### src/rtl/exc_entry_pkg.sv
package exc_entry_pkg;
    localparam int PS_W     = 8;
    localparam int IL_W     = 4;
    localparam int IL_LSB   = 0;
    localparam int EXCM_BIT = 4;
    localparam int UM_BIT   = 5;

    typedef enum logic [1:0] {
        VEC_USER   = 2'd0,
        VEC_KERNEL = 2'd1,
        VEC_DOUBLE = 2'd2,
        VEC_DEBUG  = 2'd3
    } vec_e;
endpackage

### src/rtl/exc_dbg_gate.sv
module exc_dbg_gate #(
    parameter int IL_W    = 4,
    parameter int NLEVELS = 7
) (
    input  logic            req,
    input  logic [IL_W-1:0] cur_il,
    input  logic [IL_W-1:0] level,
    output logic            take
);
    logic level_ok;

    always_comb begin
        level_ok = (level >= IL_W'(2)) && (level <= IL_W'(NLEVELS));
        take     = req && level_ok && (cur_il < level);
    end
endmodule

### src/rtl/exc_vec_sel.sv
module exc_vec_sel
    import exc_entry_pkg::*;
#(
    parameter bit HAS_DEPC = 1'b1
) (
    input  logic excm,
    input  logic um,
    output vec_e vec,
    output logic to_depc
);
    generate
        if (HAS_DEPC) begin : g_depc
            assign to_depc = excm;
        end else begin : g_no_depc
            assign to_depc = 1'b0;
        end
    endgenerate

    always_comb begin
        if (excm)    vec = VEC_DOUBLE;
        else if (um) vec = VEC_USER;
        else         vec = VEC_KERNEL;
    end
endmodule

### src/rtl/exc_entry_ctrl.sv
module exc_entry_ctrl
    import exc_entry_pkg::*;
#(
    parameter int XLEN     = 32,
    parameter int CAUSE_W  = 6,
    parameter int DCAUSE_W = 6,
    parameter int NLEVELS  = 7,
    parameter bit HAS_DEPC = 1'b1
) (
    input  logic                                clk,
    input  logic                                rst,
    input  logic                                exc_req,
    input  logic [CAUSE_W-1:0]                  exc_cause,
    input  logic                                exc_has_addr,
    input  logic [XLEN-1:0]                     exc_vaddr,
    input  logic [XLEN-1:0]                     cur_pc,
    input  logic                                dbg_req,
    input  logic [DCAUSE_W-1:0]                 dbg_cause,
    input  logic [3:0]                          dbg_level,
    input  logic                                ps_load,
    input  logic [7:0]                          ps_load_val,
    output logic [7:0]                          ps_o,
    output logic [NLEVELS-1:0][XLEN-1:0]        epc_o,
    output logic [XLEN-1:0]                     depc_o,
    output logic [NLEVELS-2:0][7:0]             eps_o,
    output logic [CAUSE_W-1:0]                  excause_o,
    output logic [XLEN-1:0]                     excvaddr_o,
    output logic [DCAUSE_W-1:0]                 dbgcause_o,
    output logic                                vec_valid_o,
    output logic [1:0]                          vec_o
);
    localparam int NEPS = NLEVELS - 1;

    typedef struct packed {
        logic [PS_W-1:0]                ps;
        logic [NLEVELS-1:0][XLEN-1:0]   epc;
        logic [XLEN-1:0]                depc;
        logic [NEPS-1:0][PS_W-1:0]      eps;
        logic [CAUSE_W-1:0]             cause;
        logic [XLEN-1:0]                vaddr;
        logic [DCAUSE_W-1:0]            dcause;
        logic                           vld;
        vec_e                           vec;
    } state_t;

    state_t st_d, st_q;
    logic   dbg_take;
    logic   to_depc;
    vec_e   gen_vec;

    exc_dbg_gate #(.IL_W(IL_W), .NLEVELS(NLEVELS)) u_gate (
        .req    (dbg_req),
        .cur_il (st_q.ps[IL_LSB +: IL_W]),
        .level  (dbg_level),
        .take   (dbg_take)
    );

    exc_vec_sel #(.HAS_DEPC(HAS_DEPC)) u_vsel (
        .excm    (st_q.ps[EXCM_BIT]),
        .um      (st_q.ps[UM_BIT]),
        .vec     (gen_vec),
        .to_depc (to_depc)
    );

    always_comb begin
        st_d     = st_q;
        st_d.vld = 1'b0;
        if (dbg_take) begin
            st_d.dcause = dbg_cause;
            for (int i = 0; i < NLEVELS; i++) begin
                if (dbg_level == IL_W'(i + 1)) st_d.epc[i] = cur_pc;
            end
            for (int j = 0; j < NEPS; j++) begin
                if (dbg_level == IL_W'(j + 2)) st_d.eps[j] = st_q.ps;
            end
            st_d.ps[IL_LSB +: IL_W] = dbg_level;
            st_d.ps[EXCM_BIT]       = 1'b1;
            st_d.vld                = 1'b1;
            st_d.vec                = VEC_DEBUG;
        end else if (exc_req) begin
            if (exc_has_addr) st_d.vaddr = exc_vaddr;
            if (to_depc) st_d.depc   = cur_pc;
            else         st_d.epc[0] = cur_pc;
            st_d.cause        = exc_cause;
            st_d.ps[EXCM_BIT] = 1'b1;
            st_d.vld          = 1'b1;
            st_d.vec          = gen_vec;
        end else if (ps_load) begin
            st_d.ps = ps_load_val;
        end
    end

    always_ff @(posedge clk) begin
        if (rst) st_q <= '0;
        else     st_q <= st_d;
    end

    assign ps_o        = st_q.ps;
    assign epc_o       = st_q.epc;
    assign depc_o      = st_q.depc;
    assign eps_o       = st_q.eps;
    assign excause_o   = st_q.cause;
    assign excvaddr_o  = st_q.vaddr;
    assign dbgcause_o  = st_q.dcause;
    assign vec_valid_o = st_q.vld;
    assign vec_o       = st_q.vec;


    gen_pulse_chk: assert property (@(posedge clk) disable iff (rst)
        (exc_req && !rst) |=> vec_valid_o);


    excm_set_chk: assert property (@(posedge clk) disable iff (rst)
        vec_valid_o |-> ps_o[EXCM_BIT]);


    cause_wr_chk: assert property (@(posedge clk) disable iff (rst)
        (exc_req && !dbg_take && !rst) |=> excause_o == $past(exc_cause));


    epc1_save_chk: assert property (@(posedge clk) disable iff (rst)
        (exc_req && !dbg_take && !rst && (!ps_o[EXCM_BIT] || !HAS_DEPC))
        |=> epc_o[0] == $past(cur_pc));


    depc_save_chk: assert property (@(posedge clk) disable iff (rst)
        (exc_req && !dbg_take && !rst && ps_o[EXCM_BIT] && HAS_DEPC)
        |=> (depc_o == $past(cur_pc)) && (vec_o == VEC_DOUBLE));


    dbg_level_chk: assert property (@(posedge clk) disable iff (rst)
        (vec_valid_o && vec_o == VEC_DEBUG) |-> ps_o[IL_LSB +: IL_W] == $past(dbg_level));


    dbg_ignore_chk: assert property (@(posedge clk) disable iff (rst)
        (dbg_req && !dbg_take && !exc_req && !ps_load && !rst)
        |=> !vec_valid_o && $stable(ps_o));
endmodule

### config.mk
export PLATFORM = sky130hd
export DESIGN_NAME = exc_entry_ctrl
export DESIGN_NICKNAME = d
export VERILOG_FILES = /design/src/rtl/exc_entry_pkg.sv /design/src/rtl/exc_dbg_gate.sv /design/src/rtl/exc_vec_sel.sv /design/src/rtl/exc_entry_ctrl.sv
export SDC_FILE = /design/constraint.sdc
export NUM_CORES = 1
export LEC_CHECK = 0
export BUFFER_PORTS_ARGS = -buffer_cell sky130_fd_sc_hd__buf_2
export CAP_MARGIN = 20
export CORE_ASPECT_RATIO = 1.2
export CORE_MARGIN = 8
export CORE_UTILIZATION = 30
export DETAILED_ROUTE_END_ITERATION = 10
export GPL_TIMING_DRIVEN = 0
export HOLD_SLACK_MARGIN = 0.03
export PLACE_DENSITY = 0.64
export SLEW_MARGIN = 0
export SYNTH_ARGS = -nofsm -noshare
export SYNTH_HDL_FRONTEND = slang
export SYNTH_HIERARCHICAL = 1
export SYNTH_SLANG_ARGS = --single-unit
### constraint.sdc
create_clock -name clk -period 3.5 [get_ports clk]
set_clock_uncertainty 0.15 [all_clocks]
set_input_delay 0.525 -clock clk [delete_from_list [all_inputs] [get_ports clk]]
set_output_delay 0.525 -clock clk [all_outputs]
set_load 0.1 [all_outputs]
# After elaboration in Yosys (flattened, before gate mapping)
# Index checks and enable logic that the tools add are counted.
[totals]
ff_bits = 359
latch_bits = 0
ramBits = 0
rom_bits = 0
input_bits = 94
out_inout_bits = 359
word_cells = 68
memories = 0
[op_classes]
addsub = 0
multipliers = 0
div_mod_pow = 0
order_cmp = 3
eq_ne = 10
n_shift = 0
muxes = 13
bitwise = 2
n_reduce_logical = 18
[ops]
columns = ["op", "count"]
rows = [
  ["two-way mux 32 bit", 4],
  ["two-way mux 64 bit", 1],
  ["== test 4 x 3 -> 1 bit, second input constant", 4],
  ["AND reduction 2 bit", 8],
  ["AND reduction 3 bit", 4],
  ["two-way mux 5 bit", 2],
  ["== test 4 x 2 -> 1 bit, second input constant", 2],
  ["two-way mux 3 bit", 2],
  ["inequality test 2 x 1 -> 1 bit, second input constant", 3],
  ["== test 4 x 1 -> 1 bit, second input constant", 1],
  ["greater-or-equal comparator 4 x 2 -> 1 bit, second input constant", 1],
  ["<= comparator 4 x 3 -> 1 bit, second input constant", 1],
  ["< comparator 4 bit", 1],
  ["two-way mux 4 bit", 1],
  ["nonzero test 2 bit", 2],
  ["logical AND 1 bit", 3],
  ["nonzero test 3 bit", 1],
  ["two-way mux 1 bit", 2],
  ["two-way mux 2 bit", 1],
  ["inverter 1 bit", 2],
]

# Longest topological paths before layout
[depth]
ltp_word = 6
ltp_mapped = 11
mapped_depth_nobuf = 8

# Hierarchy
# Netlist, hierarchy kept.
[by_module_without_submodules]
columns = ["mod", "n_inst", "cells_per_inst", "area_each_um2", "seq_area_each_um2"]
rows = [
  ["exc_entry_ctrl", 1, 1616, 13385.3, 7186.9],
  ["exc_dbg_gate", 1, 11, 87.6, 0.0],
  ["exc_vec_sel", 1, 3, 18.8, 0.0],
]

# Worst setup path before layout
# Ideal clock, no wire load.
[synth_timing]
path_kind = "register to register"
from = "reg st_q, in the netlist ps_o[1]"
to = "reg st_q, in the netlist epc_o[184]"
setup_ns = 0.132
arrival_time_ns = 2.682
required_time_ns = 3.218
setup_slack_ns = 0.536
path_stages_with_launch = 10
n_path_buf = 3
period_less_slack_ns = 2.964
cell_sequence = "dfxtp_1 ha_1 o2111ai_1 and3_1 buf_4 buf_6 nand3b_4 clkbuf_1 o21ai_0 a21oi_1"
[synth_via]
elab_chain_len = 3
[synth_lines]
columns = ["item", "line", "source"]
rows = [
  ["start, declared", "exc_entry_ctrl.sv:46", "state_t st_d, st_q;"],
  ["start signal, assigned", "exc_entry_ctrl.sv:95", "else st_q <= st_d;"],
  ["< comparator 4 bit", "exc_dbg_gate.sv:14", "take = req && level_ok && (cur_il < level);"],
  ["logical AND 1 bit", "exc_dbg_gate.sv:14", ""],
  ["named net dbg_take", "exc_entry_ctrl.sv:47", "logic dbg_take;"],
  ["AND reduction 2 bit (no line)", "-", ""],
]
# The timed path passes the listed nets, and every way through them passes these cells.
# A chain may end at the register's enable or synchronous reset.

# Final worst setup path
[layout_timing]
from = "reg st_q, in the netlist ps_o[1]"
to = "reg st_q, in the netlist depc_o[27]"
[layout_via]
elab_chain_len = 4
[layout_lines]
columns = ["item", "line"]
rows = [
  ["< comparator 4 bit", "exc_dbg_gate.sv:14"],
  ["logical AND 1 bit", "exc_dbg_gate.sv:14"],
  ["named net dbg_take", "exc_entry_ctrl.sv:47"],
  ["inverter 1 bit (no line)", "-"],
  ["AND reduction 3 bit (no line)", "-"],
]
# The timed path passes the listed nets, and every way through them passes these cells.

==> reports/results.ini <==
[drt]
drtIter0Drc = 1164
ant_nets = 0
num_vias = 14278
dr.pass1.iters = 5
routedWlPerCell_um = 23.1
routed_via_density = 5.30
wirelength_um = 62200
route.detailed.drc = 0

[worst_setup_path]
end_kind = register
r2r_cells = 10
rr_endpoint = depc_o[27]
reg2reg_from = ps_o[1]
path_max_fanout = 10
cp_num_buf_inv = 3
start_kind = register
critPathRequiredTime_ns = 3.81
crit_family = buffers and inverters
cp_cell_sequence = ha_1 > or3b_1 > o2111ai_1 > and3_1 > buf_4 > and3b_1 > clkbuf_1 > buf_2 > nand2_1 > a21oi_1
crit_slowest_cell = clkbuf_1
reg2reg_slack_ns = 0.22
critical_path_class = reg2reg
cp_slowest_stage_delay_ns = 0.64
crit_arrival_ns = 3.58

[global_route]
grt_overflow = 0
grt_pass1_wl_um = 89100
antenna_found_initial = 3
grt_max_degree = 15
grt_pass1_vias = 13667
grt_usage = 0.225

[layout]
multi_input_comb_area_um2 = 5440
drive_above_1_share = 0.261
fin_nets = 2190
regArea_um2 = 7190
nFillCells = 4576
area_growth_pct = 31.0
finalNonFillerCells = 2692

[timing]
period_minus_slack_ns = 3.28
tightest_slew_ns = 0.980
rsz0062_at_grt = no
slew_viol_final = 0
timing.final.crit_share = 0.936
clock.fmax_mhz = 305
hold_slack_ns = 0.0839
setup_viol = 0
hold_viol = 0
relSlewSlack = 0.347

[floorplanning]
die-height_um = 248
initial_core_util = 0.302
ios = 453
core_um2 = 44700
die_w_um = 210
die_area_um2 = 52000
rows = 85

[yosys]
synth_edf_count = 0
async_reset_ff_frac = 0
yosysWarnings = 6
synthesis.nets = 1727
synthCells = 1630
syn_avg_cell_area_um2 = 8.28
synth.ff_latch_count = 359
ys.flop_type = dfxtp_1
yosysUniqueCellTypes = 36
ys_seq_area_frac = 0.533
syn_area_um2 = 13500

[cts]
numCtsBuffers = 39
cts_resized = 0
clockBufferDepth = 3
path_clk_slew_ns = 0.06
tritoncts = yes
h-tree-depth = 2
clockRootBuffer = clkbuf_16
insertion_delay_ns = 0.53
cts.sink_count = 359

[min_path]
hold_path.class = in2reg
hp-start = exc_vaddr[7]
hold_depth = 3
holdPathEnd = excvaddr_o[7]

[place]
dp_cells = 2616
port_buffers = 420
gp_congestion = 0.941
hpwlAfterDp_um = 45800

[power]
power_density_nw_per_um2 = 580
ir_drop_v = 0.000302
p_leak_nw = 7.34

[outcome]
outcome = complete, no violations

[run]
max-cap-violations = 0

timing repair:
action | CTS | global route
hold buffers | 0 | 0
endpoints found under the setup margin | 0 | 28
buffers inserted | 0 | 2
registers in the layout (all words and copies together), names as in the netlist:
register,count
dbgcause_o,6
excause_o,6
vec_o,2
ps_o,8
vec_valid_o,1
excvaddr_o,32
eps_o,48
epc_o,224
depc_o,32
final cells by class:
class                      instances  share of cell area
clock buffer                      53              0.0627
buffer                           202              0.0478
clock inverter                    18              0.0130
sequential                       359               0.407
timing repair buffer             423               0.121
tap                              565              0.0400
antenna                            4            0.000566
multi-input combinational       1062               0.307
inverter                           6             0.00127
worst max-delay path by stage:
stage	cells past startpoint	slack, ns	start	endpoint
after detailed placement	12	-0.04	dbg_level[1]	eps_o[10]
final	10	0.22	ps_o[1]	depc_o[27]
after floorplan	9	0.54	ps_o[1]	epc_o[184]
after global placement	12	0.01	dbg_level[1]	eps_o[10]
after global routing	10	0.06	ps_o[1]	depc_o[21]
after CTS	10	0.17	ps_o[1]	eps_o[10]
cell usage in the layout (no fill, tap or decap), types with 4 or more instances in the layout:
cell type  netlist  routed
o21ai_0        211     211
clkbuf_1       140     145
dfxtp_1        359     359
clkinv_4         0       6
nand3_1        241     241
o21ai_1         29      29
a2bb2oi_1       32      32
clkbuf_16        0      39
buf_2           55     475
mux2i_1         16      16
a211oi_1         4       4
inv_1            5       5
clkbuf_8         0       8
a21oi_1        312     312
buf_1            4       4
bufinv_16        0       4
buf_4            3       5
nand2_1        172     172
diode_2          0       4
and3b_1          4       4
nor2_1          15      14
synthesized netlist by cell type (2+ instances only):
cell type | number | area share
and3_1 | 2 | 0.00093
buf_1 | 4 | 0.0011
nor2_1 | 15 | 0.0042
buf_4 | 3 | 0.0017
a211oi_1 | 4 | 0.0022
nand3b_4 | 2 | 0.0030
o21ai_0 | 211 | 0.078
o21ai_1 | 29 | 0.011
nand2b_1 | 2 | 0.00093
nor2b_1 | 3 | 0.0014
ha_1 | 3 | 0.0028
mux2i_1 | 16 | 0.012
nand2_1 | 172 | 0.048
clkbuf_1 | 140 | 0.039
nand3b_1 | 2 | 0.0011
a2bb2oi_1 | 32 | 0.021
buf_2 | 55 | 0.020
nand3_1 | 241 | 0.089
dfxtp_1 | 359 | 0.53
inv_1 | 5 | 0.0014
a21oi_1 | 312 | 0.12
and3b_1 | 4 | 0.0026
where the power goes:
part / leakage (nW) / switching [W] / total (W) / internal [W]
logic: 3.78 / 0.00139 / 0.00166 / 0.000278
clock network: 0.652 / 0.00175 / 0.00429 / 0.00254
registers: 2.91 / 0.0000926 / 0.00429 / 0.00420
total: 7.34 / 0.00323 / 0.0102 / 0.00702
cells by family (layout without fill, tap and decap cells):
| logic type | count (synthesis) | in the layout | share of synthesized area |
|---|---|---|---|
| muxes | 16 | 16 | 0.0119 |
| buffers and inverters | 209 | 702 | 0.0646 |
| adders and majority gates | 3 | 3 | 0.00278 |
| AOI/OAI and AO/OA | 594 | 594 | 0.232 |
| other | 0 | 4 | 0 |
| and+or+nand+nor | 449 | 449 | 0.156 |
| DFF | 359 | 359 | 0.533 |
worst reg2reg max path: stages (launching register included):
cell	delay, ns
dfxtp_1	0.63
ha_1	0.26
or3b_1	0.12
o2111ai_1	0.11
and3_1	0.22
buf_4	0.20
and3b_1	0.21
clkbuf_1	0.64
buf_2	0.39
nand2_1	0.11
a21oi_1	0.16
through the flow:
| stage | total power, W | utilization | cell area, um^2 | setup WS, ns | TNS (ns) |
|---|---|---|---|---|---|
| 2_1_floorplan | 0.00560 | - | 13500 | 0.536 | 0 |
| 3_3_place_gp | 0.00603 | 0.365 | 16300 | 0.0143 | 0 |
| 3_5_place_dp | 0.00604 | 0.365 | 16300 | -0.0389 | -0.292 |
| 4_1_cts | 0.0103 | 0.395 | 17700 | 0.167 | 0 |
| 5_1_grt | 0.0106 | 0.396 | 17700 | 0.0593 | 0 |
| 6_report | 0.0102 | 0.396 | 17700 | 0.224 | 0 |
per-layer routing:
layer  routed length (um)  GRT usage  up-vias
met1                24100      0.261     6850
met2                30700      0.394      684
met4                 2460     0.0915        0
met5                    0          0        -
met3                 5000     0.0541      127
li1                     -          -     6617
Note: power is estimated with default switching activity, not from simulation.
